===== config.mk =====
export PLATFORM = sky130hd
export DESIGN_NAME = spi_burst_seq
export DESIGN_NICKNAME = d
export VERILOG_FILES = /design/src/rtl/spi_burst_pkg.sv /design/src/rtl/spi_mode_decode.sv /design/src/rtl/spi_bit_budget.sv /design/src/rtl/spi_word_pack.sv /design/src/rtl/spi_burst_seq.sv
export SDC_FILE = /design/constraint.sdc
export NUM_CORES = 1
export LEC_CHECK = 0
export BUFFER_PORTS_ARGS = -buffer_cell sky130_fd_sc_hd__clkbuf_2
export CORE_AREA = 2 2 91 93
export CTS_BUF_LIST = sky130_fd_sc_hd__clkbuf_4
export CTS_CLUSTER_SIZE = 24
export DETAILED_ROUTE_END_ITERATION = 7
export DIE_AREA = 0 0 93 95
export GPL_TIMING_DRIVEN = 0
export PLACE_DENSITY = 0.9
export SETUP_SLACK_MARGIN = 0.02
export SLEW_MARGIN = 20
export SYNTH_ARGS = -nofsm -noshare
export SYNTH_HDL_FRONTEND = slang
export SYNTH_SLANG_ARGS = --single-unit

===== constraint.sdc =====
create_clock -name clk -period 4.87 [get_ports clk]
set_input_delay 0.974 -clock clk [delete_from_list [all_inputs] [get_ports clk]]
set_output_delay 0.974 -clock clk [all_outputs]
set_load 0.01 [all_outputs]

===== src/rtl/spi_burst_pkg.sv =====
package spi_burst_pkg;
    typedef enum logic [2:0] {
        ST_IDLE,
        ST_FETCH,
        ST_ISSUE,
        ST_WAIT,
        ST_STORE
    } seq_state_e;
endpackage


===== src/rtl/spi_mode_decode.sv =====
module spi_mode_decode #(
    parameter int N_CHAN = 4,
    parameter int CSW    = $clog2(N_CHAN)
) (
    input  logic [N_CHAN-1:0] chan_master,
    input  logic [N_CHAN-1:0] ss_wave,
    input  logic [CSW-1:0]    chan_sel,
    input  logic              smc,
    output logic              is_master,
    output logic              multi_burst
);
    always_comb begin
        is_master   = chan_master[chan_sel];
        multi_burst = chan_master[chan_sel] && !smc && ss_wave[chan_sel];
    end
endmodule


===== src/rtl/spi_bit_budget.sv =====
module spi_bit_budget #(
    parameter int LEN_W  = 12,
    parameter int WORD_W = 32
) (
    input  logic                          clk,
    input  logic                          rst_n,
    input  logic                          clr,
    input  logic                          load,
    input  logic                          dec,
    input  logic [LEN_W-1:0]              len_field,
    output logic                          exhausted,
    output logic [$clog2(WORD_W/8):0]     span_bytes
);
    localparam int CW   = LEN_W + 2;
    localparam int BCW  = $clog2(WORD_W/8) + 1;
    localparam logic signed [CW-1:0] ONE   = 1;
    localparam logic signed [CW-1:0] EIGHT = 8;
    localparam logic signed [CW-1:0] WBITS = WORD_W;

    logic signed [CW-1:0] rem_q;
    logic signed [CW-1:0] eff;
    logic        [CW-1:0] span_u;
    logic        [CW-1:0] round_u;

    always_comb begin
        exhausted  = (rem_q <= 0);
        eff        = exhausted ? ($signed({2'b00, len_field}) + ONE) : rem_q;
        span_u     = (eff > WBITS) ? WBITS : eff;
        round_u    = (span_u + CW'(7)) >> 3;
        span_bytes = round_u[BCW-1:0];
    end

    always_ff @(posedge clk or negedge rst_n) begin
        if (!rst_n)
            rem_q <= '0;
        else if (clr)
            rem_q <= '0;
        else if (load)
            rem_q <= eff;
        else if (dec)
            rem_q <= rem_q - EIGHT;
    end
endmodule


===== src/rtl/spi_word_pack.sv =====
module spi_word_pack #(
    parameter int WORD_W = 32
) (
    input  logic                           clk,
    input  logic                           rst_n,
    input  logic                           load,
    input  logic [WORD_W-1:0]              tx_word,
    input  logic                           shift_en,
    input  logic [7:0]                     byte_in,
    output logic [7:0]                     byte_out,
    output logic [WORD_W-1:0]              rx_word,
    output logic [$clog2(WORD_W/8)-1:0]    idx
);
    localparam int IW = $clog2(WORD_W/8);

    logic [WORD_W-1:0] sh_q;
    logic [WORD_W-1:0] rx_q;
    logic [IW-1:0]     idx_q;

    always_ff @(posedge clk or negedge rst_n) begin
        if (!rst_n) begin
            sh_q  <= '0;
            rx_q  <= '0;
            idx_q <= '0;
        end else if (load) begin
            sh_q  <= tx_word;
            rx_q  <= '0;
            idx_q <= '0;
        end else if (shift_en) begin
            sh_q                  <= sh_q >> 8;
            rx_q[{idx_q, 3'b000} +: 8] <= byte_in;
            idx_q                 <= idx_q + IW'(1);
        end
    end

    assign byte_out = sh_q[7:0];
    assign rx_word  = rx_q;
    assign idx      = idx_q;
endmodule


===== src/rtl/spi_burst_seq.sv =====
module spi_burst_seq
    import spi_burst_pkg::*;
#(
    parameter int N_CHAN = 4,
    parameter int LEN_W  = 12,
    parameter int WORD_W = 32,
    parameter int CSW    = $clog2(N_CHAN)
) (
    input  logic              clk,
    input  logic              rst_n,
    input  logic              enable,
    input  logic              soft_rst,
    input  logic [LEN_W-1:0]  ctl_len,
    input  logic              ctl_smc,
    input  logic [N_CHAN-1:0] ctl_chan_master,
    input  logic [N_CHAN-1:0] ctl_ss_wave,
    input  logic [CSW-1:0]    ctl_chan_sel,
    input  logic              tx_write,
    input  logic              xch_wr,
    input  logic              tx_empty,
    input  logic [WORD_W-1:0] tx_data,
    output logic              tx_pop,
    input  logic              rx_full,
    output logic              rx_push,
    output logic [WORD_W-1:0] rx_data,
    output logic              byte_req,
    output logic [7:0]        byte_out,
    input  logic              byte_done,
    input  logic [7:0]        byte_in,
    output logic              xch,
    output logic              tc_set,
    output logic              ro_set,
    output logic              busy
);
    localparam int IW  = $clog2(WORD_W/8);
    localparam int BCW = IW + 1;

    seq_state_e state_q, state_d;

    logic           is_master, multi_burst;
    logic           abort;
    logic           start;
    logic           smc_q;
    logic           xch_q;
    logic           exhausted;
    logic [BCW-1:0] span_bytes;
    logic [BCW-1:0] nbytes_q;
    logic [IW-1:0]  idx;
    logic           last_byte;

    logic budget_load, budget_dec;
    logic pack_load;
    logic xch_mb_set, xch_clr;

    spi_mode_decode #(.N_CHAN(N_CHAN), .CSW(CSW)) u_mode (
        .chan_master (ctl_chan_master),
        .ss_wave     (ctl_ss_wave),
        .chan_sel    (ctl_chan_sel),
        .smc         (ctl_smc),
        .is_master   (is_master),
        .multi_burst (multi_burst)
    );

    spi_bit_budget #(.LEN_W(LEN_W), .WORD_W(WORD_W)) u_budget (
        .clk        (clk),
        .rst_n      (rst_n),
        .clr        (abort),
        .load       (budget_load),
        .dec        (budget_dec),
        .len_field  (ctl_len),
        .exhausted  (exhausted),
        .span_bytes (span_bytes)
    );

    spi_word_pack #(.WORD_W(WORD_W)) u_pack (
        .clk      (clk),
        .rst_n    (rst_n),
        .load     (pack_load),
        .tx_word  (tx_data),
        .shift_en (budget_dec),
        .byte_in  (byte_in),
        .byte_out (byte_out),
        .rx_word  (rx_data),
        .idx      (idx)
    );

    assign abort     = !enable || soft_rst;
    assign last_byte = ((BCW'(idx) + BCW'(1)) == nbytes_q);
    assign start     = is_master && (
                           (tx_write && ctl_smc) ||
                           (ctl_smc && !smc_q && !tx_empty) ||
                           (xch_wr && !ctl_smc));

    // state register
    always_ff @(posedge clk or negedge rst_n) begin
        if (!rst_n)
            state_q <= ST_IDLE;
        else if (abort)
            state_q <= ST_IDLE;
        else
            state_q <= state_d;
    end

    // next state and output strobes
    always_comb begin
        state_d     = state_q;
        tx_pop      = 1'b0;
        pack_load   = 1'b0;
        budget_load = 1'b0;
        budget_dec  = 1'b0;
        byte_req    = 1'b0;
        rx_push     = 1'b0;
        ro_set      = 1'b0;
        tc_set      = 1'b0;
        xch_mb_set  = 1'b0;
        xch_clr     = 1'b0;
        unique case (state_q)
            ST_IDLE: begin
                if (start)
                    state_d = ST_FETCH;
            end
            ST_FETCH: begin
                if (tx_empty) begin
                    tc_set  = 1'b1;
                    xch_clr = 1'b1;
                    state_d = ST_IDLE;
                end else begin
                    tx_pop    = 1'b1;
                    pack_load = 1'b1;
                    if (exhausted) begin
                        budget_load = 1'b1;
                        xch_mb_set  = multi_burst;
                    end
                    state_d = ST_ISSUE;
                end
            end
            ST_ISSUE: begin
                byte_req = 1'b1;
                state_d  = ST_WAIT;
            end
            ST_WAIT: begin
                if (byte_done) begin
                    budget_dec = 1'b1;
                    state_d    = last_byte ? ST_STORE : ST_ISSUE;
                end
            end
            ST_STORE: begin
                if (rx_full)
                    ro_set = 1'b1;
                else
                    rx_push = 1'b1;
                if (exhausted && !multi_burst) begin
                    tc_set  = 1'b1;
                    xch_clr = tx_empty;
                    state_d = ST_IDLE;
                end else begin
                    state_d = ST_FETCH;
                end
            end
            default: state_d = ST_IDLE;
        endcase
        if (abort) begin
            tx_pop      = 1'b0;
            pack_load   = 1'b0;
            budget_load = 1'b0;
            budget_dec  = 1'b0;
            byte_req    = 1'b0;
            rx_push     = 1'b0;
            ro_set      = 1'b0;
            tc_set      = 1'b0;
            xch_mb_set  = 1'b0;
            xch_clr     = 1'b0;
        end
    end

    // number of bytes for the word being sent
    always_ff @(posedge clk or negedge rst_n) begin
        if (!rst_n)
            nbytes_q <= '0;
        else if (pack_load)
            nbytes_q <= span_bytes;
    end

    // exchange bit and start-mode edge tracking
    always_ff @(posedge clk or negedge rst_n) begin
        if (!rst_n) begin
            xch_q <= 1'b0;
            smc_q <= 1'b0;
        end else if (abort) begin
            xch_q <= 1'b0;
            smc_q <= 1'b0;
        end else begin
            smc_q <= ctl_smc;
            if (xch_clr)
                xch_q <= 1'b0;
            else if (xch_wr || xch_mb_set)
                xch_q <= 1'b1;
        end
    end

    assign xch  = xch_q;
    assign busy = (state_q != ST_IDLE);
endmodule


== Word level (Yosys, flattened, before mapping) ==
Index checks and enable logic that the tools add are counted.

* Memories: 0
* Output and inout bits: 47
* Latch bits: 0
* Bits in writable memories: 0
* Bits in read-only memories: 0
* Bits in registers: 88
* Input bits: 72
* Word-level logic and storage cells: 105

* Eq/ne operators: 7
* Shift-type cells: 2
* Reductions and logical operators: 23
* Muxes and demuxes: 56
* $mul: 0
* Divide/modulo/power cells: 0
* Magnitude comparators: 3
* Bitwise gates (word level): 0
* $add $sub $neg: 6

{| class="wikitable"
|+ Operators by type and width
! kind !! count
|-
| two-way mux 32 bit || 4
|-
| two-way mux 14 bit || 4
|-
| two-way mux 1 bit || 34
|-
| bitwise mux 32 bit || 1
|-
| variable shift 8 x 7 -> 32 bit (first input constant) || 1
|-
| variable part select 8 x 7 -> 32 bit || 1
|-
| case mux 3 bit (5 select lines) || 1
|-
| > comparator 14 x 7 -> 1 bit (second input constant) || 1
|-
| <= comparator 14 x 1 -> 1 bit (second input constant) || 1
|-
| subtractor 14 x 5 -> 14 bit (second input constant) || 1
|-
| adder 12 x 1 -> 13 bit (second input constant) || 1
|-
| two-way mux 3 bit || 4
|-
| nonzero test 3 bit || 3
|-
| logical AND 1 bit || 8
|-
| negation 5 -> 7 bit || 1
|-
| adder 6 x 3 -> 6 bit (second input constant) || 1
|-
| == test 3 x 2 -> 1 bit (second input constant) || 2
|-
| two-way mux 2 bit || 3
|-
| two-way mux 6 bit || 1
|-
| != test 3 bit (second input constant) || 2
|-
| zero test 1 bit || 5
|-
| binary-select mux 1 bit (select 2 bit) || 2
|-
| logical OR 1 bit || 4
|-
| case mux 1 bit (2 select lines) || 2
|-
| 9 further kinds || 9
|}

== Logic depth before layout (Yosys ltp) ==
* Depth in word-level cells: 12
* Depth in mapped cells: 9
* Depth with buffers taken out: 7

== Modules after synthesis ==
A second synthesis with hierarchy kept.

* Cell total of the unflattened synthesis: 468
* Area, all modules: 4918.5 um^2

{| class="wikitable"
|+ Modules (own cells, without submodules)
! module !! instances !! sequential area each (um^2) !! cells each !! area each (um^2)
|-
| spi_word_pack || 1 || 1651.6 || 235 || 2919.0
|-
| spi_bit_budget || 1 || 350.3 || 174 || 1401.3
|-
| spi_burst_seq || 1 || 200.2 || 56 || 544.3
|-
| spi_mode_decode || 1 || 0.0 || 3 || 53.8
|}

== Worst setup path after synthesis ==
Ideal clock, no wire load.

* Path kind: input -> output
* Start: input tx_empty
* End: output tx_pop
* Buffers on the path: 2
* Setup slack: 1.755 ns
* Stages: 5
* Data required time: 3.896 ns
* Arrival time: 2.141 ns
* Cells stage by stage: nor4b_2 > nand2_1 > inv_2 > buf_2 > buf_1

* Longest elaborated chain between the ends: 3

{| class="wikitable"
|+ RTL lines
! what !! RTL line !! RTL
|-
| start, declared || spi_burst_seq.sv:20 || <nowiki>input logic tx_empty,</nowiki>
|-
| two-way mux 1 bit || spi_burst_seq.sv:123 || <nowiki>if (tx_empty) begin</nowiki>
|-
| two-way mux 1 bit || spi_burst_seq.sv:117 || <nowiki>unique case (state_q)</nowiki>
|-
| two-way mux 1 bit || spi_burst_seq.sv:162 || <nowiki>if (abort) begin</nowiki>
|-
| end, declared || spi_burst_seq.sv:22 || <nowiki>output logic tx_pop,</nowiki>
|}

Every way passes these cells.

== Final worst setup path ==
Same ends and word-level chain as after synthesis.

==> impl_metrics.toml <==
[sta]
setup_violations = 0
max_freq_ghz = 0.260
slew_violations = 0
post-route-period-util_pct = 79.1
tightest_slew_ns = 0.724
finalClockSkew_ns = 0.0151
rsz0062_at_grt = "no"
period_minus_slack_ns = 3.85
tns_ns = 0
hold_viol = 0
max_slew_margin_pct = 51.8
finalWorstSetupSlack_ns = 1.02

[synthesis]
synth_top_family_by_area = "compound AO/OA/AOI/OAI gates"
synthesis.area_mm2 = 0.00453
synth_top_cell_area_share_pct = 48.6
syn_area_per_cell_um2 = 10.0
synthXorXnorAreaFrac_pct = 3.67
synth_commonest_cells = "dfrtp_1, nand2_1, a22o_1"
synth_edf_count = 0
ys_async_sr_fraction_pct = 100
synth_fa_ha_area_share_pct = 1.66
yosysSeqAreaShare_pct = 48.6
synth_simple_gate_area_share_pct = 18.9
yosysMostFrequentCell = "dfrtp_1"
ys_types = 59
syn_nets = 531
syn_inst = 453
ys_warn_count = 0
synth_area_leaders = "dfrtp_1, a22o_1, nand2_1"
ys_seq_elements = 88
synthMuxAreaShare_pct = 1.46
synth_compound_area_share_pct = 21.4
synth-main-ff-cell = "dfrtp_1"
synth_largest_area_cell = "dfrtp_1"

[flow_run]
max_cap_viol_count = 0

[pwr]
p_int_uw = 1170
pwr-share-comb_pct = 16.5
pwr-share-clk_pct = 32.3
p_leak_uw = 0.00273
power_frac_seq_pct = 51.2
p_sw_uw = 445
vdd_drop_max_v = 0.000221
p_sw_share_pct = 27.5
power_density_mw_per_mm2 = 298

[outcome]
status = "complete, no violations"

[setup_path]
timing_worst_setup_path_type = "in2out"
ff2ff_setup_slack_ns = 2.40
cp-start-kind = "primary input"
timing.rr.start = "state_q[2]"
crit_fanout = 10
cp.arrival_ns = 2.88
critical_path_required_ns = 3.90
cp-end-kind = "output port"
r2r_cells = 7
r2r-end = "nbytes_q[0]"

[global_route]
grt_max_degree = 89
grt_pass1_vias = 4019
antenna_found_initial = 0
gr-total-overflow = 0
grt_pass1_wl_um = 18900
grtUsageTotal_pct = 27.1

[routing]
drtPass1Iterations = 5
avgRoutedWirePerCell_um = 16.5
route.detailed.drc = 0
ant_nets = 0
drtIter0Drc = 299
via_per_inst = 5.94
num_vias = 4097
drt_wl_total_um = 11400

[floorplan]
dieArea_mm2 = 0.00884
start_util_pct = 57.1
ios = 119
die_x_um = 93
die_h_um = 95
rows = 33
coreArea_mm2 = 0.00793

[clock_network]
cts_tree = "built"
cts_resized = 0
clk_pin_slew_ns = 0.14
clk_path_buf_depth = 2
cts_setup_buffers = 0
numCtsBuffers = 9
clk_latency_ns = 0.45
htreeDepth = 3
cts.hold.buffers_added = 0
cts_root_buffer = "clkbuf_4"
cts.sinks = 88

[cells_and_area]
instances_no_fill = 690
syn2layout_area_growth_pct = 20.1
antenna_cells = 0
fin_nets = 659
drive_above_1_share_pct = 27.0

[placed_design]
place_congestion = 1.00
pre_cts_slack_ns = 1.04
dp_hpwl_um = 8400
dp_cells = 675
port_buffers = 117

[min_path]
hp-start = "u_pack.sh_q[14]"
hold_end = "u_pack.sh_q[14]"
min_path_type = "reg2reg"
holdPathStages = 2
==> per-stage QoR <==
stage	power, uW	utilization (%)	instance area [um^2]	hold WS (ns)
after floorplan	999	-	4530	0.447
after global placement	1090	66.2	5250	0.459
after detailed placement	1110	66.3	5260	0.464
after CTS	1620	68.6	5440	0.495
after global routing	1690	68.6	5440	0.521
final	1620	68.6	5440	0.493
==> layer usage <==
| metal | GRT usage (%) | vias up | share of wire (%) |
|---|---|---|---|
| li1 | - | 1911 | - |
| met1 | 35.8 | 1991 | 42 |
| met2 | 45.8 | 170 | 50 |
| met3 | 3.75 | 25 | 6.0 |
| met4 | 10.4 | 0 | 2.0 |
| met5 | 0 | - | 0 |
==> registers in the layout, summed over array words and instances, names as in the netlist <==
name / count
smc_q: 1
u_pack.rx_word: 32
nbytes_q: 3
u_budget.rem_q: 14
xch: 1
u_pack.idx: 2
state_q: 3
u_pack.sh_q: 32
==> how the worst max path moves through the flow <==
stage,from,to,slack [ns],cells after the start
2_1_floorplan,tx_empty,tx_pop,1.76,5
3_3_place_gp,tx_empty,tx_pop,1.06,7
3_5_place_dp,tx_empty,tx_pop,1.04,7
4_1_cts,tx_empty,tx_pop,1.05,7
5_1_grt,enable,tx_pop,0.83,7
6_report,tx_empty,tx_pop,1.02,7
==> kinds of logic after synthesis <==
logic type / Yosys count
AND/OR/NAND/NOR: 170
AO/OA/AOI/OAI: 125
flip-flops: 88
buffers and inverters: 41
XOR/XNOR: 19
adder cells (fa/ha/maj): 6
multiplexers: 4
==> cell usage in the layout (no fill, tap or decap), drive strengths merged, types with 2 or more instances in the layout <==
cell type,count
a2111oi,2
or3,5
nor3,10
ha,6
nand2b,6
a211oi,4
a22o,41
xnor2,9
a41oi,2
inv,12
a21oi,16
dfrtp,88
o31ai,4
and3,5
nor2b,4
nor3b,4
nor4b,2
mux4,2
a32o,2
o22a,4
nand4,7
o21ai,11
clkbuf,139
o41ai,2
nor4,2
xor2,10
a22oi,24
bufinv,3
nand3,19
and2,2
nor2,24
buf,18
nand3b,4
a31oi,2
nand2,73
==> final cells by class <==
class | instances | area, um^2
Fill cell | 620 | 2490
Buffer | 31 | 156
Inverter | 10 | 37.5
Clock inverter | 6 | 116
Tap cell | 105 | 131
Multi-Input combinational cell | 324 | 2130
Clock buffer | 9 | 67.6
Sequential cell | 88 | 2200
Timing Repair Buffer | 117 | 594
==> power groups by stage <==
| stage | registers, uW | clock network (uW) | logic (uW) |
|---|---|---|---|
| after floorplan | 832 | 0 | 167 |
| after global placement | 838 | 0 | 253 |
| after detailed placement | 843 | 0 | 265 |
| after CTS | 828 | 525 | 266 |
| after global routing | 836 | 557 | 297 |
| final | 829 | 523 | 267 |
==> worst max-delay path, stage by stage <==
cell and delay [ns]:
clkbuf_2 0.13, nor4b_2 0.41, nand2_1 0.23, inv_2 0.23, buf_2 0.26, buf_1 0.41
clkbuf_2 0.22
Note: power is estimated with default switching activity, not from simulation.
